$ cat src/rtl/pci_arb_pkg.sv
package pci_arb_pkg;
  typedef enum logic {
    ARB_EXTERNAL = 1'b0,
    ARB_INTERNAL = 1'b1
  } arb_mode_e;
endpackage

$ cat src/rtl/pci_arb_rr_pick.sv
module pci_arb_rr_pick #(
  parameter int N = 4,
  localparam int IW = (N > 1) ? $clog2(N) : 1
) (
  input  logic [N-1:0]  req,
  input  logic [IW-1:0] last,
  output logic          any,
  output logic [IW-1:0] win
);
  // Scan from the farthest slot to the nearest one, so the nearest requester
  // after `last` overwrites the others and wins.
  always_comb begin
    any = |req;
    win = last;
    for (int k = N; k >= 1; k--) begin
      int slot;
      slot = (int'(last) + k) % N;
      if (req[IW'(slot)]) win = IW'(slot);
    end
  end
endmodule

$ cat src/rtl/pci_arb_grant_ctrl.sv
module pci_arb_grant_ctrl
  import pci_arb_pkg::*;
#(
  parameter int N = 4,
  localparam int IW = (N > 1) ? $clog2(N) : 1
) (
  input  logic          clk,
  input  logic          rst,
  input  arb_mode_e     mode_nxt,
  input  logic [N-1:0]  req_n,
  input  logic          frame_n,
  input  logic          irdy_n,
  output logic [N-1:0]  gnt_n_q
);
  logic [IW-1:0] holder_q;
  logic [IW-1:0] last_q;
  logic          frame_q;
  logic          bus_idle;
  logic          keep;
  logic          any_req;
  logic [IW-1:0] winner;
  logic [IW-1:0] holder_nxt;
  logic [N-1:0]  gnt_n_nxt;
  logic          start_seen;

  assign bus_idle   = frame_n & irdy_n;
  assign keep       = bus_idle & ~req_n[holder_q];
  assign start_seen = frame_q & ~frame_n;

  pci_arb_rr_pick #(.N(N)) u_pick (
    .req  (~req_n),
    .last (last_q),
    .any  (any_req),
    .win  (winner)
  );

  assign holder_nxt = (any_req && !keep) ? winner : holder_q;

  for (genvar g = 0; g < N; g++) begin : g_dec
    assign gnt_n_nxt[g] = (mode_nxt == ARB_INTERNAL) ? (holder_nxt != IW'(g)) : 1'b1;
  end

  always_ff @(posedge clk) begin
    if (rst) begin
      holder_q <= '0;
      last_q   <= IW'(N - 1);
      frame_q  <= 1'b1;
      gnt_n_q  <= (mode_nxt == ARB_INTERNAL) ? {{(N-1){1'b1}}, 1'b0} : '1;
    end else begin
      holder_q <= holder_nxt;
      frame_q  <= frame_n;
      gnt_n_q  <= gnt_n_nxt;
      if (start_seen) last_q <= holder_q;
    end
  end

  AST_ONE_GRANT: assert property (@(posedge clk) disable iff (rst)
    $countones(~gnt_n_q) <= 1);

  AST_IDLE_HOLD: assert property (@(posedge clk) disable iff (rst)
    (!$past(rst) && mode_nxt == ARB_INTERNAL && $past(frame_n && irdy_n)
     && $past(|(~gnt_n_q & ~req_n))) |-> $stable(gnt_n_q));

  AST_PARK_HOLD: assert property (@(posedge clk) disable iff (rst)
    (!$past(rst) && mode_nxt == ARB_INTERNAL && $past(&req_n)) |-> $stable(gnt_n_q));

  AST_GRANT_TO_REQ: assert property (@(posedge clk) disable iff (rst)
    (!$past(rst) && !$stable(gnt_n_q)) |-> ((~gnt_n_q & $past(req_n)) == '0));
endmodule

$ cat src/rtl/pci_rot_arbiter.sv
module pci_rot_arbiter
  import pci_arb_pkg::*;
#(
  parameter int N = 4
) (
  input  logic         clk,
  input  logic         rst,
  input  logic         strap_int_arb,
  input  logic [N-1:0] req_n,
  input  logic         frame_n,
  input  logic         irdy_n,
  output logic [N-1:0] gnt_n,
  output logic         ext_req_n,
  input  logic         ext_gnt_n,
  output logic         bridge_gnt_n
);
  arb_mode_e mode_q;
  arb_mode_e mode_nxt;
  logic      ext_req_q;
  logic      bridge_gnt_q;

  assign mode_nxt = rst ? arb_mode_e'(strap_int_arb) : mode_q;

  always_ff @(posedge clk) begin
    mode_q <= mode_nxt;
    if (rst || mode_nxt == ARB_INTERNAL) begin
      ext_req_q    <= 1'b1;
      bridge_gnt_q <= 1'b1;
    end else begin
      ext_req_q    <= req_n[0];
      bridge_gnt_q <= ext_gnt_n;
    end
  end

  pci_arb_grant_ctrl #(.N(N)) u_ctrl (
    .clk      (clk),
    .rst      (rst),
    .mode_nxt (mode_nxt),
    .req_n    (req_n),
    .frame_n  (frame_n),
    .irdy_n   (irdy_n),
    .gnt_n_q  (gnt_n)
  );

  assign ext_req_n    = ext_req_q;
  assign bridge_gnt_n = bridge_gnt_q;

  AST_EXT_NO_GRANT: assert property (@(posedge clk) disable iff (rst)
    (!$past(rst) && mode_q == ARB_EXTERNAL) |-> (gnt_n == '1));

  AST_INT_NO_PASS: assert property (@(posedge clk) disable iff (rst)
    (!$past(rst) && mode_q == ARB_INTERNAL) |-> (ext_req_n && bridge_gnt_n));

  AST_MODE_STABLE: assert property (@(posedge clk) disable iff (rst)
    !$past(rst) |-> $stable(mode_q));
endmodule

$ cat config.mk
export PLATFORM = sky130hd
export DESIGN_NAME = pci_rot_arbiter
export DESIGN_NICKNAME = d
export VERILOG_FILES = /design/src/rtl/pci_arb_pkg.sv /design/src/rtl/pci_arb_rr_pick.sv /design/src/rtl/pci_arb_grant_ctrl.sv /design/src/rtl/pci_rot_arbiter.sv
export SDC_FILE = /design/constraint.sdc
export NUM_CORES = 1
export LEC_CHECK = 0
export BUFFER_PORTS_ARGS = -buffer_cell sky130_fd_sc_hd__buf_2
export CAP_MARGIN = 20
export CORE_AREA = 2 2 39 41
export CTS_CLUSTER_SIZE = 25
export DETAILED_ROUTE_END_ITERATION = 7
export DIE_AREA = 0 0 41 43
export PLACE_DENSITY_LB_ADDON = 0.05
export SETUP_SLACK_MARGIN = 0.2
export SLEW_MARGIN = 5
export SYNTH_ARGS = -nofsm -noshare
export SYNTH_HDL_FRONTEND = slang
export SYNTH_HIERARCHICAL = 1
export SYNTH_SLANG_ARGS = --single-unit
$ cat constraint.sdc
create_clock -name clk -period 2.05 [get_ports clk]
set_input_delay 0.1025 -clock clk [delete_from_list [all_inputs] [get_ports clk]]
set_output_delay 0.1025 -clock clk [all_outputs]
set_load 0.03 [all_outputs]
==> summary.txt <==
Outcome
  – Result of the run: completed

Clocking
  – Clock latency of the later-clocked register in the worst-skew pair: 0.27 ns
  – Longest Clk Path Bufs: 2
  – Clock tree from TritonCTS: done
  – Total clock buffers created by CTS: 3
  – Clock transition at path regs: 0.08 ns
  – CTS root buf: sky130_fd_sc_hd__clkbuf_4
  – Sink Count: 12
  – H-Tree Depth: 1

Power
  – Overall power after layout: 0.5727 mW
  – Fraction of power spent switching nets: 26.99%
  – Leakage: 0.3548 nW
  – Flop pwr share: 46.7%
  – Internal power component: 0.4181 mW
  – Clock share of power: 32.1%
  – Max VDD drop: 312.2 uV
  – Combinational share of power: 21.2%
  – Power density over the cells: 801.6 nW/um^2
  – Net switching power: 0.1545 mW

Timing
  – Clock period minus worst slack: 1.789 ns
  – Number of endpoints with negative hold slack in the final report: 0
  – Count of final max-slew check failures: 0
  – Smallest hold slack: 0.03822 ns
  – Final sum of negative setup slack: 0 ns
  – Worst-margin pin slew: 0.3761 ns
  – Period Utilization, post-route: 87.26%
  – Maximum clock rate: 559.0 MHz
  – Max-slew headroom at the worst pin: 74.93%
  – Setup repair after global routing missed its margin: false
  – Slack of the critical path: 0.2612 ns
  – Final setup violating endpoints: 0
  – Skew final: 0.003781 ns

Worst setup path
  – Register-to-Register Path Depth: 4
  – Worst Path Arrival: 1.94 ns
  – CP startpoint kind: flop
  – Required time of the worst setup path: 2.20 ns
  – End of the worst register-to-register path: u_ctrl/gnt_n_q[2]$_SDFF_PP1_
  – Type of the setup path with the least slack: flop to flop
  – Worst r2r src: u_ctrl/holder_q[1]$_SDFF_PP0_
  – Type of element capturing the critical path: flop
  – Largest fanout on the critical path: 4
  – Worst-case register-to-register setup slack: 0.26 ns

Routing
  – Total iterations of the first detailed-routing run: 4
  – Detail Route Antenna Nets: 0
  – Post-detailed-routing wire length: 1.102 mm
  – DR WL/cell: 11.48 um
  – First DRT Iteration DRCs: 11
  – Avg Vias per Cell: 5.052
  – Remaining design rule violation count: 0
  – Vias: 485

Placed design
  – Worst slack after detailed placement: 0.1807 ns
  – Placer's final routability congestion estimate: 0.6889
  – Cell area after placement: 644.4 um^2
  – Detail Placement HPWL: 794.8 um
  – Number of I/O port buffers: 15
  – Cell Count Post-Placement: 89

Hold path
  – Path type of the worst min-delay path: input pin to flop
  – Hold worst-path end: ext_req_n$_SDFF_PP1_
  – HP Start: req_n[0]
  – Hold Path Stages: 2

GRT
  – Largest net degree at the start of global routing: 12
  – Vias in the first global route: 414
  – Sum of overflow across all layers after global routing: 0
  – Antenna violations before repair: 0
  – Gr usage total: 14.65%
  – Wire length of the first global-routing pass: 1.676 mm

Final layout
  – Total area of multi-input combinational cells: 279.0 um^2
  – Area growth from synthesis to layout: 30.07%
  – Final Non-Filler Cells: 96
  – Antenna diodes: 0
  – Final core utilization: 51.63%
  – Total non-filler cell area in the finished layout: 714.4 um^2
  – Fin nets: 91
  – Share of cells above drive strength 1: 32.50%
  – Register area: 245.2 um^2
  – Number of filler instances in the final layout: 146

Die
  – FP Rows: 14
  – Top-level I/O count: 16
  – Total die area: 1763 um^2
  – Initial core utilization: 39.69%
  – Placeable core region: 1384 um^2
  – Chip height: 43 um
  – X dimension of the die: 41 um

Synth
  – Flop and latch count out of synthesis: 12
  – Instance count of the mapped netlist: 58
  – Warnings from Yosys: 6
  – Mapped Nets: 68
  – Portion of the post-synthesis area used by sequential elements: 43.74%
  – Synth unique cells: 23
  – Post-synthesis cell area: 549.3 um^2
  – Post-synthesis average cell area: 9.470 um^2

Job
  – Max-cap violation count: 0
-- layout by cell type, fill, tap and decap left out, drive strengths merged --
cell,instances
buf,17
dfxtp,12
inv,9
nor2b,6
mux2i,5
a21oi,4
clkbuf,4
or3,2
nor2,2
a211o,2
mux2,2
dlygate4sd3,1
and3,1
and3b,1
a221oi,1
o211ai,1
or4b,1
or2,1
nand3b,1
nand3,1
o22ai,1
a221o,1
or4,1
a31oi,1
nand2b,1
nor3,1
-- state kept, by name, summed over array words and instances (netlist names) --
name	flops
bridge_gnt_n	1
ext_req_n	1
mode_q	1
u_ctrl/frame_q	1
u_ctrl/gnt_n_q	4
u_ctrl/holder_q	2
u_ctrl/last_q	2
-- routing by layer --
layer / up-vias / share of wire (%) / global-route usage (%)
li1: 250 / - / -
met1: 221 / 52 / 19.02
met2: 12 / 42 / 18.75
met3: 2 / 5.2 / 4.712
met4: 0 / 1.4 / 12.00
met5: - / 0 / 0
-- how the worst max path moves through the flow --
stage                             startpoint                           end
6_report       u_ctrl/holder_q[1]$_SDFF_PP0_  u_ctrl/gnt_n_q[2]$_SDFF_PP1_
4_1_cts        u_ctrl/holder_q[0]$_SDFF_PP0_  u_ctrl/gnt_n_q[2]$_SDFF_PP1_
2_1_floorplan  u_ctrl/holder_q[1]$_SDFF_PP0_  u_ctrl/gnt_n_q[2]$_SDFF_PP1_
3_5_place_dp                        req_n[3]  u_ctrl/gnt_n_q[2]$_SDFF_PP1_
3_3_place_gp   u_ctrl/last_q[1]$_SDFFE_PP1P_  u_ctrl/gnt_n_q[2]$_SDFF_PP1_
5_1_grt        u_ctrl/holder_q[1]$_SDFF_PP0_  u_ctrl/gnt_n_q[2]$_SDFF_PP1_
-- critical path: stages, from the launching register on --
cell and delay [ns]:
sky130_fd_sc_hd__dfxtp_1 0.37, sky130_fd_sc_hd__and3b_1 0.22, sky130_fd_sc_hd__a221oi_2 0.32, sky130_fd_sc_hd__mux2_4 0.33, sky130_fd_sc_hd__or4b_1 0.45
-- Yosys cell counts --
master                      n  area (um^2)
sky130_fd_sc_hd__dfxtp_1   12        240.2
sky130_fd_sc_hd__inv_1      9        33.78
sky130_fd_sc_hd__nor2b_1    6        37.54
sky130_fd_sc_hd__mux2i_1    5        50.05
sky130_fd_sc_hd__a21oi_1    4        20.02
sky130_fd_sc_hd__a211o_1    2        17.52
sky130_fd_sc_hd__mux2_1     2        22.52
sky130_fd_sc_hd__nor2_1     2        7.510
sky130_fd_sc_hd__or3_1      2        12.51
sky130_fd_sc_hd__a221o_1    1        10.01
sky130_fd_sc_hd__a221oi_2   1        15.01
sky130_fd_sc_hd__a31oi_1    1        6.260
sky130_fd_sc_hd__and3_1     1        6.260
sky130_fd_sc_hd__and3b_1    1        8.760
sky130_fd_sc_hd__nand2b_1   1        6.260
sky130_fd_sc_hd__nand3_1    1        5.000
sky130_fd_sc_hd__nand3b_1   1        7.510
sky130_fd_sc_hd__nor3_1     1        5.000
sky130_fd_sc_hd__o211ai_1   1        7.510
sky130_fd_sc_hd__o22ai_1    1        6.260
sky130_fd_sc_hd__or2_2      1        6.260
sky130_fd_sc_hd__or4_1      1        7.510
sky130_fd_sc_hd__or4b_1     1        10.01
-- final cells by class --
| type | count | share of cell area (%) |
|---|---|---|
| Multi-Input combinational cell | 37 | 39.05 |
| Clock buffer | 4 | 5.079 |
| Timing Repair Buffer | 18 | 14.01 |
| Tap cell | 16 | 2.802 |
| Inverter | 9 | 4.729 |
| Sequential cell | 12 | 34.33 |
-- repair_timing --
action | 4_1_cts | 5_1_grt
pin swaps | 0 | 1
endpoints found under the hold margin | 0 | 1
hold buffers | 0 | 1
setup buffers | 0 | 2
endpoints found under the setup margin | 1 | 1
resized for setup | 1 | 3
-- power groups by stage --
stage          combinational [mW]  sequential [mW]  clock, mW
3_3_place_gp                0.111            0.272          0
5_1_grt                     0.134            0.271      0.203
6_report                    0.122            0.267      0.184
2_1_floorplan              0.0620            0.287          0
4_1_cts                     0.112            0.268      0.194
3_5_place_dp                0.112            0.272          0
-- cell families after synthesis --
family / synth area share (%)
AO/OA/AOI/OAI: 15.04
buffers and inverters: 6.150
flip-flops: 43.74
multiplexers: 13.21
AND/OR/NAND/NOR: 21.87
Note: power is estimated with default switching activity, not from simulation.
